[config.mk]
export PLATFORM = sky130hd
export DESIGN_NAME = nocarry_adder
export DESIGN_NICKNAME = d
export VERILOG_FILES = /design/src/rtl/nca_pkg.sv /design/src/rtl/nca_prep.sv /design/src/rtl/nca_cell.sv /design/src/rtl/nca_core.sv /design/src/rtl/nocarry_adder.sv
export SDC_FILE = /design/constraint.sdc
export NUM_CORES = 1
export LEC_CHECK = 0
export BUFFER_PORTS_ARGS = -buffer_cell sky130_fd_sc_hd__buf_2
export CAP_MARGIN = 20
export CORE_AREA = 2 2 42 44
export CTS_CLUSTER_DIAMETER = 60
export CTS_CLUSTER_SIZE = 30
export DETAILED_ROUTE_END_ITERATION = 10
export DIE_AREA = 0 0 44 46
export GPL_TIMING_DRIVEN = 0
export PLACE_DENSITY = 0.72
export SYNTH_ARGS = -nofsm -noshare
export SYNTH_HDL_FRONTEND = slang
export SYNTH_SLANG_ARGS = --single-unit
[constraint.sdc]
create_clock -name clk -period 1 [get_ports clk]
set_clock_uncertainty 0.2 [all_clocks]
set_input_delay 0 -clock clk [delete_from_list [all_inputs] [get_ports clk]]
set_output_delay 0 -clock clk [all_outputs]
set_load 0.03 [all_outputs]
[src/rtl/nca_pkg.sv]
package nca_pkg;
  // Per-position pre-processed bit pair: OR word bit and AND word bit
  typedef struct packed {
    logic p;
    logic g;
  } bitpair_t;
endpackage

[src/rtl/nca_prep.sv]
module nca_prep
  import nca_pkg::*;
#(
  parameter int W = 8
) (
  input  logic [W-1:0] a_i,
  input  logic [W-1:0] b_i,
  output bitpair_t     pair_o [W]
);
  // Equal-weight bits are interchangeable, so put the OR in one word, the AND in the other
  for (genvar i = 0; i < W; i++) begin : g_bit
    assign pair_o[i].p = a_i[i] | b_i[i];
    assign pair_o[i].g = a_i[i] & b_i[i];
  end
endmodule

[src/rtl/nca_cell.sv]
module nca_cell
  import nca_pkg::*;
(
  input  bitpair_t cur_i,
  input  logic     gprev_i,
  output logic     s_o,
  output logic     e_o
);
  logic diff;
  // p & ~g is one exactly when the two original bits differ
  assign diff = cur_i.p & ~cur_i.g;
  assign s_o  = diff | gprev_i;
  assign e_o  = diff & gprev_i;
endmodule

[src/rtl/nca_core.sv]
module nca_core
  import nca_pkg::*;
#(
  parameter int W = 8
) (
  input  logic [W-1:0] a_i,
  input  logic [W-1:0] b_i,
  output logic [W:0]   sum_o,
  output logic [W-1:0] err_o
);
  bitpair_t pair [W];
  logic [W-1:0] gsh;

  nca_prep #(.W(W)) u_prep (
    .a_i   (a_i),
    .b_i   (b_i),
    .pair_o(pair)
  );

  for (genvar i = 0; i < W; i++) begin : g_cell
    if (i == 0) begin : g_lsb
      assign gsh[i] = 1'b0;
    end else begin : g_mid
      assign gsh[i] = pair[i-1].g;
    end
    nca_cell u_cell (
      .cur_i  (pair[i]),
      .gprev_i(gsh[i]),
      .s_o    (sum_o[i]),
      .e_o    (err_o[i])
    );
  end

  assign sum_o[W] = pair[W-1].g;
endmodule

[src/rtl/nocarry_adder.sv]
module nocarry_adder #(
  parameter int W = 8
) (
  input  logic         clk,
  input  logic         rst,
  input  logic [W-1:0] op_a,
  input  logic [W-1:0] op_b,
  output logic [W:0]   sum_q,
  output logic [W-1:0] err_q
);
  localparam int XW = W + 2;

  logic [W:0]   sum_c;
  logic [W-1:0] err_c;
  logic         live_q;

  nca_core #(.W(W)) u_core (
    .a_i  (op_a),
    .b_i  (op_b),
    .sum_o(sum_c),
    .err_o(err_c)
  );

  always_ff @(posedge clk) begin
    if (rst) begin
      sum_q  <= '0;
      err_q  <= '0;
      live_q <= 1'b0;
    end else begin
      sum_q  <= sum_c;
      err_q  <= err_c;
      live_q <= 1'b1;
    end
  end


  reset_clear_chk: assert property (@(posedge clk)
    rst |=> (sum_q == '0 && err_q == '0));


  exact_total_chk: assert property (@(posedge clk) disable iff (rst)
    live_q |-> (({1'b0, sum_q} + {2'b00, err_q}) ==
                ({2'b00, $past(op_a)} + {2'b00, $past(op_b)})));


  no_adjacent_err_chk: assert property (@(posedge clk) disable iff (rst)
    (err_q & (err_q >> 1)) == '0);


  lsb_err_zero_chk: assert property (@(posedge clk) disable iff (rst)
    err_q[0] == 1'b0);


  err_implies_sum_chk: assert property (@(posedge clk) disable iff (rst)
    (err_q & ~sum_q[W-1:0]) == '0);


  disjoint_exact_chk: assert property (@(posedge clk) disable iff (rst)
    (live_q && (($past(op_a) & $past(op_b)) == '0)) |-> (err_q == '0));
endmodule

### After elaboration in Yosys (flattened, before gate mapping)

Index checks and enable logic that the tools add are counted.

* bitwise logic cells: 46

Operator list (number)
* 1-bit AND: 23
* 1-bit bitwise OR: 15
* 1-bit NOT: 8

* bits in registers: 17
* output and inout port bits: 17
* word-level logic and storage cells: 49

### Depth between registers and ports, before layout

Gate-level depths: netlist of the first run.

* depth in word-level cells: 4
* gate-level depth with buffers: 2
* mapped depth without buffers: 2

### Hierarchy

A second synthesis of the first run with hierarchy kept.

* cells, all modules: 76
* area, all modules: 729.4 µm²

By module, submodules not included
* nocarry_adder: times used 1, cells an instance 35, area each 475.5 µm², sequential area each 340.3 µm²
* nca_cell: times used 8, cells an instance 3, area each 17.5 µm², sequential area each 0.0 µm²
* nca_prep: times used 1, cells an instance 16, area each 110.1 µm², sequential area each 0.0 µm²
* nca_core: times used 1, cells an instance 1, area each 3.8 µm², sequential area each 0.0 µm²

### Least setup slack after synthesis of the first run

Ideal clock, no wire load.

* path kind: input-to-reg
* start: in op_a[1]
* end: reg sum_q[1]
* library setup time: 0.115 ns
* arrival time: 0.476 ns
* required time: 0.685 ns
* path slack: 0.209 ns
* cell stages on the path: 2
* path buffers: 0
* cell sequence: ha_1 -> o21ba_2

* word-level cells in the longest chain between the ends: 4
* elaborated cells between the ends (all ways): 5
* classes of those cells: bitwise (5)

RTL lines
* from (decl): line nocarry_adder.sv:6 `input logic [W-1:0] op_a,`
* 1-bit AND: line nca_prep.sv:13 `assign pair_o[i].g = a_i[i] & b_i[i];`
* 1-bit NOT: line nca_cell.sv:11 `assign diff = cur_i.p & ~cur_i.g;`
* 1-bit AND (*): line nca_cell.sv:11
* 1-bit bitwise OR (*): line nca_cell.sv:12 `assign s_o = diff | gprev_i;`
* to (signal assigned): line nocarry_adder.sv:30 `sum_q <= sum_c;`
* to (decl): line nocarry_adder.sv:8 `output logic [W:0] sum_q,`

Every way passes the cells marked *; elsewhere a longest branch is shown, timed or not.
A chain may end at the register's enable or synchronous reset.

### Worst setup path after layout of the first run

* start: reg err_q[1]
* end: out err_q[1]

RTL lines
* from (decl): line nocarry_adder.sv:9 `output logic [W-1:0] err_q`
* from (signal assigned): line nocarry_adder.sv:31 `err_q <= err_c;`

No word-level cell between the ends.

==> metrics.md, run 1 <==
| Metric | Value |
|---|---|
| Worst Setup SP | `err_q[1]$_SDFF_PP0_` |
| Hold Crit Class | `input port to register` |
| Min-delay src | `op_b[0]` |
| Total iterations of the first detailed-routing run | `1` |
| Status | `complete, but fails checks` |
| Crit-path max cell delay | `around 0.32 ns` |
| Die H | `roughly 46 um` |
| Post-synth top area share | `54.5%` |
| Worst slack at placement | `0.0712 ns` |
| I/O pin count | `35` |
| Worst Path Max Fanout | `1` |
| Core area | `1610 um2` |
| Die width | `44 um` |
| Detailed Route WL | `973 um` |
| Minimum clock period | `0.974 ns` |
| Failing checks | `negative hold slack` |
| Buf+Inv Stages, Crit Path | `1` |
| Detailed-route via count | `433` |
| Post-synth top area cell | `dfxtp_1` |
| Worst-path clk slew | `roughly 0.090 ns` |
| Synth-to-layout area growth | `45.1%` |
| Worst setup margin | `0.0260 ns` |
| Flops & latches, synth | `16` |
| Drt initial violations | `0` |
| Synth area leaders | `dfxtp_1 (54%), ha_1 (17%), o21ba_2 (12%), and3b_1 (8.9%), nor2b_1 (2.1%)` |
| # H-tree levels | `1` |
| WP data required | `approximately 0.8 ns` |
| # DRC | `0` |
| PwrDens | `1600 nW/um2` |
| Critical path launch point type | `register` |
| ANT nets after route | `0` |
| GRT Total Usage | `9.52%` |
| Final #Nets | `108` |
| Peak Freq | `1030 MHz` |
| # rows | `15` |
| Worst path top cell family by delay | `flip-flops` |
| Mapped cell area | `roughly 600 um2` |
| IO Port Bufs | `33` |
| Placer Congestion | `about 0.64` |
| Setup TNS | `0 ns` |
| CTS root buffer | `clkbuf_4` |
| Initial antenna violation count | `0` |
| Detailed placement HPWL | `791 um` |
| Synth Instances | `43` |
| Stages on the worst setup path | `1` |
| First-pass GRT wire length | `approximately 1400 um` |
| WHS Path Cells | `3` |
| Peak supply drop | `0.521 mV` |
| CP Capture Type | `output pin` |
| Leakage | `0.456 nW` |
| Antenna Cells | `0` |
| CP Cell Sequence | `clkbuf_4` |
| Final Max Slew Viols | `0` |
| Final Setup Violations | `0` |
| Fin crit share | `97.4%` |
| Syn_nets | `69` |
| Grt total ovfl | `0` |
| Die area | `between 2000 and 2500 um2` |
| Starting Density | `36.4%` |
| Final core occ | `52.9%` |
| CTS max path bufs | `2` |
| Per-cell routed wire length | `9.93 um` |
| Avg Cell Area, Syn | `13.7 um2` |
| Setup CP Type | `register to output pin` |
| Post-CTS Setup Inserts | `0` |
| RSZ-0062 raised after global routing | `no` |
| Yosys warns | `0` |
| Sequential share of the synthesized area | `between 50 and 60%` |
| Unique masters post-synth | `9` |
| TritonCTS buffer count | `3` |
| CTS Sinks | `16` |
| Number of global-route vias before repair | `342` |
| CTS tree | `yes` |
| CP Data Arrival Time | `around 0.77 ns` |
| Layout cells sized above 1 | `58.0%` |
| Critical path's slowest cell | `dfxtp_1` |
| Max_cap viols | `0` |
| Post-DR vias/cell | `approximately 4.4` |
| Worst Hold Slack | `-0.156 ns` |
| Largest net degree at the start of global routing | `11` |
| Final hold viol count | `16` |
[cells in the mapped netlist]
| master | count |
|---|---|
| dfxtp_1 | 16 |
| ha_1 | 8 |
| o21ba_2 | 7 |
| and3b_1 | 6 |
| nor2b_1 | 2 |
| and3b_2 | 1 |
| buf_4 | 1 |
| buf_6 | 1 |
| conb_1 | 1 |
[routing by layer]
layer | up-vias | global-route usage, % | part of all wire (%) | wire, um
li1 | 226 | - | - | -
met1 | 186 | 11.1 | 44 | 425
met2 | 21 | 16.5 | 47 | 458
met3 | 0 | 1.59 | 9.1 | 89
met4 | 0 | 5.45 | 0 | 0
met5 | - | 0 | 0 | 0
[placed cells by master, fill, tap and decap left out, drive strengths merged]
cell / netlist / layout
and3b: 7 / 7
buf: 2 / 28
clkbuf: 0 / 11
conb: 1 / 1
dfxtp: 16 / 16
dlygate4sd3: 0 / 1
ha: 8 / 8
nor2b: 2 / 2
o21ba: 7 / 7
[state kept, by name, summed over array words and instances (netlist names)]
name   cells
sum_q      9
err_q      7
[power by group]
part           switching, W  internal [W]  total, W
clock              0.000192      0.000221  0.000413
sequential       0.00000808      0.000675  0.000683
combinational      0.000143      0.000124  0.000267
[stage by stage]
step | std cells | total power, W | hold WS [ns] | area (um2)
6_report | 98 | 0.00136 | -0.156 | 853
5_1_grt | 98 | 0.00142 | -0.150 | 853
4_1_cts | 98 | 0.00137 | -0.166 | 823
3_5_place_dp | 93 | 0.000949 | 0.128 | 774
3_3_place_gp | 93 | 0.000944 | 0.114 | 774
2_1_floorplan | 43 | 0.000861 | -0.0258 | 588
[logic make-up after synthesis]
family                   after synthesis  share of synthesized area (%)
other                                  1                          0.638
AO/OA/AOI/OAI                          7                           11.9
adder cells (fa/ha/maj)                8                           17.0
flip-flops                            16                           54.5
AND/OR/NAND/NOR                        9                           12.8
buffers and inverters                  2                           3.19
[repair_timing]
item	in CTS	in global routing
gates cloned	0	0
pin swaps	0	0
hold buffers	1	1
endpoints found under the setup margin	1	13
resized for setup	1	17
hold endpoints to repair	16	16
[final timing paths]
kind | to | slack, ns
max | err_q[1] | 0.03
min | sum_q[0]$_SDFF_PP0_ | -0.16
[area by class of cell]
cell class | count | area, um2
clock buffers | 4 | 36.3
multi-input cells | 25 | 249
well taps | 17 | 21.3
flip-flops and latches | 16 | 320
plain buffers | 2 | 18.8
repair buffers | 34 | 208
fillers | 145 | 761
Note: power is estimated with default switching activity, not from simulation.
==> inputs of run 2 (changes only) <==
--- a/config.mk
+++ b/config.mk
@@ -8,7 +8,6 @@
 export BUFFER_PORTS_ARGS = -buffer_cell sky130_fd_sc_hd__buf_2
 export CAP_MARGIN = 20
 export CORE_AREA = 2 2 42 44
-export CTS_CLUSTER_DIAMETER = 60
 export CTS_CLUSTER_SIZE = 30
 export DETAILED_ROUTE_END_ITERATION = 10
 export DIE_AREA = 0 0 44 46
==> constraint.sdc (replaced) <==
create_clock -name clk -period 1.1 [get_ports clk]
set_clock_uncertainty 0.2 [all_clocks]
set_input_delay 0 -clock clk [delete_from_list [all_inputs] [get_ports clk]]
set_output_delay 0 -clock clk [all_outputs]
set_load 0.03 [all_outputs]
==> metrics.md, run 2 (same netlist as run 1, synthesis figures left out) <==
| Metric | Value |
|---|---|
| ANT nets after route | `0 (unchanged)` |
| Failing checks | `negative hold slack` |
| CTS resizes | `0 (-1)` |
| Synth-to-layout area growth | `46.4%` |
| WP data required | `1.07 ns (+0.27 ns)` |
| Setup TNS | `0 ns (unchanged)` |
| Top flop regs | `sum_q (9), err_q (7)` |
| Commonest non-fill, non-tap cell in the layout | `buf_2` |
| Grt total ovfl | `0 (unchanged)` |
| Most flops, register | `sum_q` |
| Worst Hold Slack | `-0.145 ns (+0.0112 ns)` |
| Core area | `1610 um2 (unchanged)` |
| CP Capture Type | `register` |
| Final Max Slew Viols | `0 (unchanged)` |
| P_sw | `0.000311 W (-9.2%)` |
| Initial antenna violation count | `0 (unchanged)` |
| Drt initial violations | `0 (unchanged)` |
| Tot Pwr | `0.00123 W (-9.5%)` |
| Layout Cells excl Fill | `102 (+4.1%)` |
| Minimum clock period | `between 1 and 1.5 ns` |
| Clock share of power | `30.4% (about the same)` |
| Post-CTS Setup Inserts | `0 (unchanged)` |
| Logic pwr share | `19.4% (-0.2 points)` |
| # rows | `15 (unchanged)` |
| Final hold viol count | `14 (-2)` |
| CP Data Arrival Time | `1.04 ns (+0.27 ns)` |
| Multi-input gate area | `249 um2 (unchanged)` |
| Worst Path Max Fanout | `2 (+1)` |
| CTS max path bufs | `2 (unchanged)` |
| Peak supply drop | `0.494 mV (-5.2%)` |
| Antenna Cells | `0 (unchanged)` |
| Max_cap viols | `0 (unchanged)` |
| Power Internal | `0.000923 W (-9.6%)` |
| Max reg flops | `9 (unchanged)` |
| Die H | `46 um (unchanged)` |
| Peak Freq | `933 MHz` |
| Hold Crit Class | `input port to register` |
| Setup CP Type | `input port to register` |
| Final #Nets | `112 (+3.7%)` |
| CTS Sinks | `16 (unchanged)` |
| Number of global-route vias before repair | `350 (+2.3%)` |
| Final Setup Violations | `0 (unchanged)` |
| Sw frac | `25.2% (+0.074 points)` |
| Status | `complete, but fails checks` |
| Leakage | `0.476 nW (+4.3%)` |
| TritonCTS buffer count | `3 (unchanged)` |
| Largest net degree at the start of global routing | `11 (unchanged)` |
| Worst-path clk slew | `0.10 ns (about the same)` |
| Layout cells sized above 1 | `55.3% (-2.7 points)` |
| Critical path launch point type | `input port` |
| Most frequent cells in the layout | `buf_2 (33), dfxtp_1 (16), ha_1 (8)` |
| Detailed placement HPWL | `791 um (unchanged)` |
| GRT Total Usage | `9.60% (+0.083 points)` |
| Detailed Route WL | `1010 um (+3.3%)` |
| Placer Congestion | `0.643 (unchanged)` |
| IO Port Bufs | `33 (unchanged)` |
| CTS root buffer | `clkbuf_4` |
| Sequential fraction of design power | `50.2% (about the same)` |
| # DRC | `0 (unchanged)` |
| Detailed-route via count | `446 (+3.0%)` |
| Post-Place Cells | `93 (unchanged)` |
| Fillers | `141 (-2.8%)` |
| I/O pin count | `35 (unchanged)` |
| Starting Density | `36.4% (unchanged)` |
| First-pass GRT wire length | `1450 um (+2.0%)` |
| Die area | `2020 um2 (unchanged)` |
| Hold Buf Count CTS | `5 (+4)` |
| Post-DR vias/cell | `4.37 (-1.0%)` |
| Total iterations of the first detailed-routing run | `1 (unchanged)` |
| Register Area | `320 um2 (unchanged)` |
| CTS tree | `yes` |
| # H-tree levels | `1 (unchanged)` |
| RSZ-0062 raised after global routing | `no` |
| Die width | `44 um (unchanged)` |
| PwrDens | `1430 nW/um2 (-10%)` |
| Per-cell routed wire length | `9.85 um (-0.76%)` |
| Fin crit share | `97.4%` |
-- run 2: stage by stage --
step	setup slack, ns	hold WS [ns]	instance area [um2]	util, %
floorplan	0.309	-0.0258	588	-
global placement	0.174	0.114	774	48.0
detailed placement	0.171	0.128	774	48.0
CTS	0.0392	-0.149	861	53.3
global route	0.00380	-0.133	861	53.3
finish	0.0287	-0.145	861	53.3
-- run 2: final cells by class --
type                    count  share of cell area, %
flip-flops and latches     16                   37.2
multi-input cells          25                   28.9
repair buffers             38                   25.0
well taps                  17                   2.47
plain buffers               2                   2.18
clock buffers               4                   4.22
-- run 2: layer usage --
layer	GRT usage [%]	share of wire [%]	vias up	wire (um)
met2	16.5	48	21	486
met5	0	0	-	0
met3	1.59	9.4	0	94
met4	5.45	0	0	0
li1	-	-	233	-
met1	11.3	42	192	424
-- run 2: critical path: stages --
cell	delay, ns
dlygate4sd3_1	0.53
buf_2	0.12
ha_1	0.20
o21ba_2	0.19
-- run 2: power by group through the flow --
stage	clock network, W	registers (W)	logic (W)
global placement	0	0.000634	0.000224
finish	0.000375	0.000620	0.000239
CTS	0.000390	0.000620	0.000243
detailed placement	0	0.000634	0.000229
global route	0.000404	0.000623	0.000263
floorplan	0	0.000708	0.0000748
-- run 2: final timing paths --
check / startpoint / end / slack (ns) / cells past startpoint
max: op_a[0] / sum_q[1]$_SDFF_PP0_ / 0.03 / 4
min: op_b[3] / sum_q[3]$_SDFF_PP0_ / -0.14 / 3
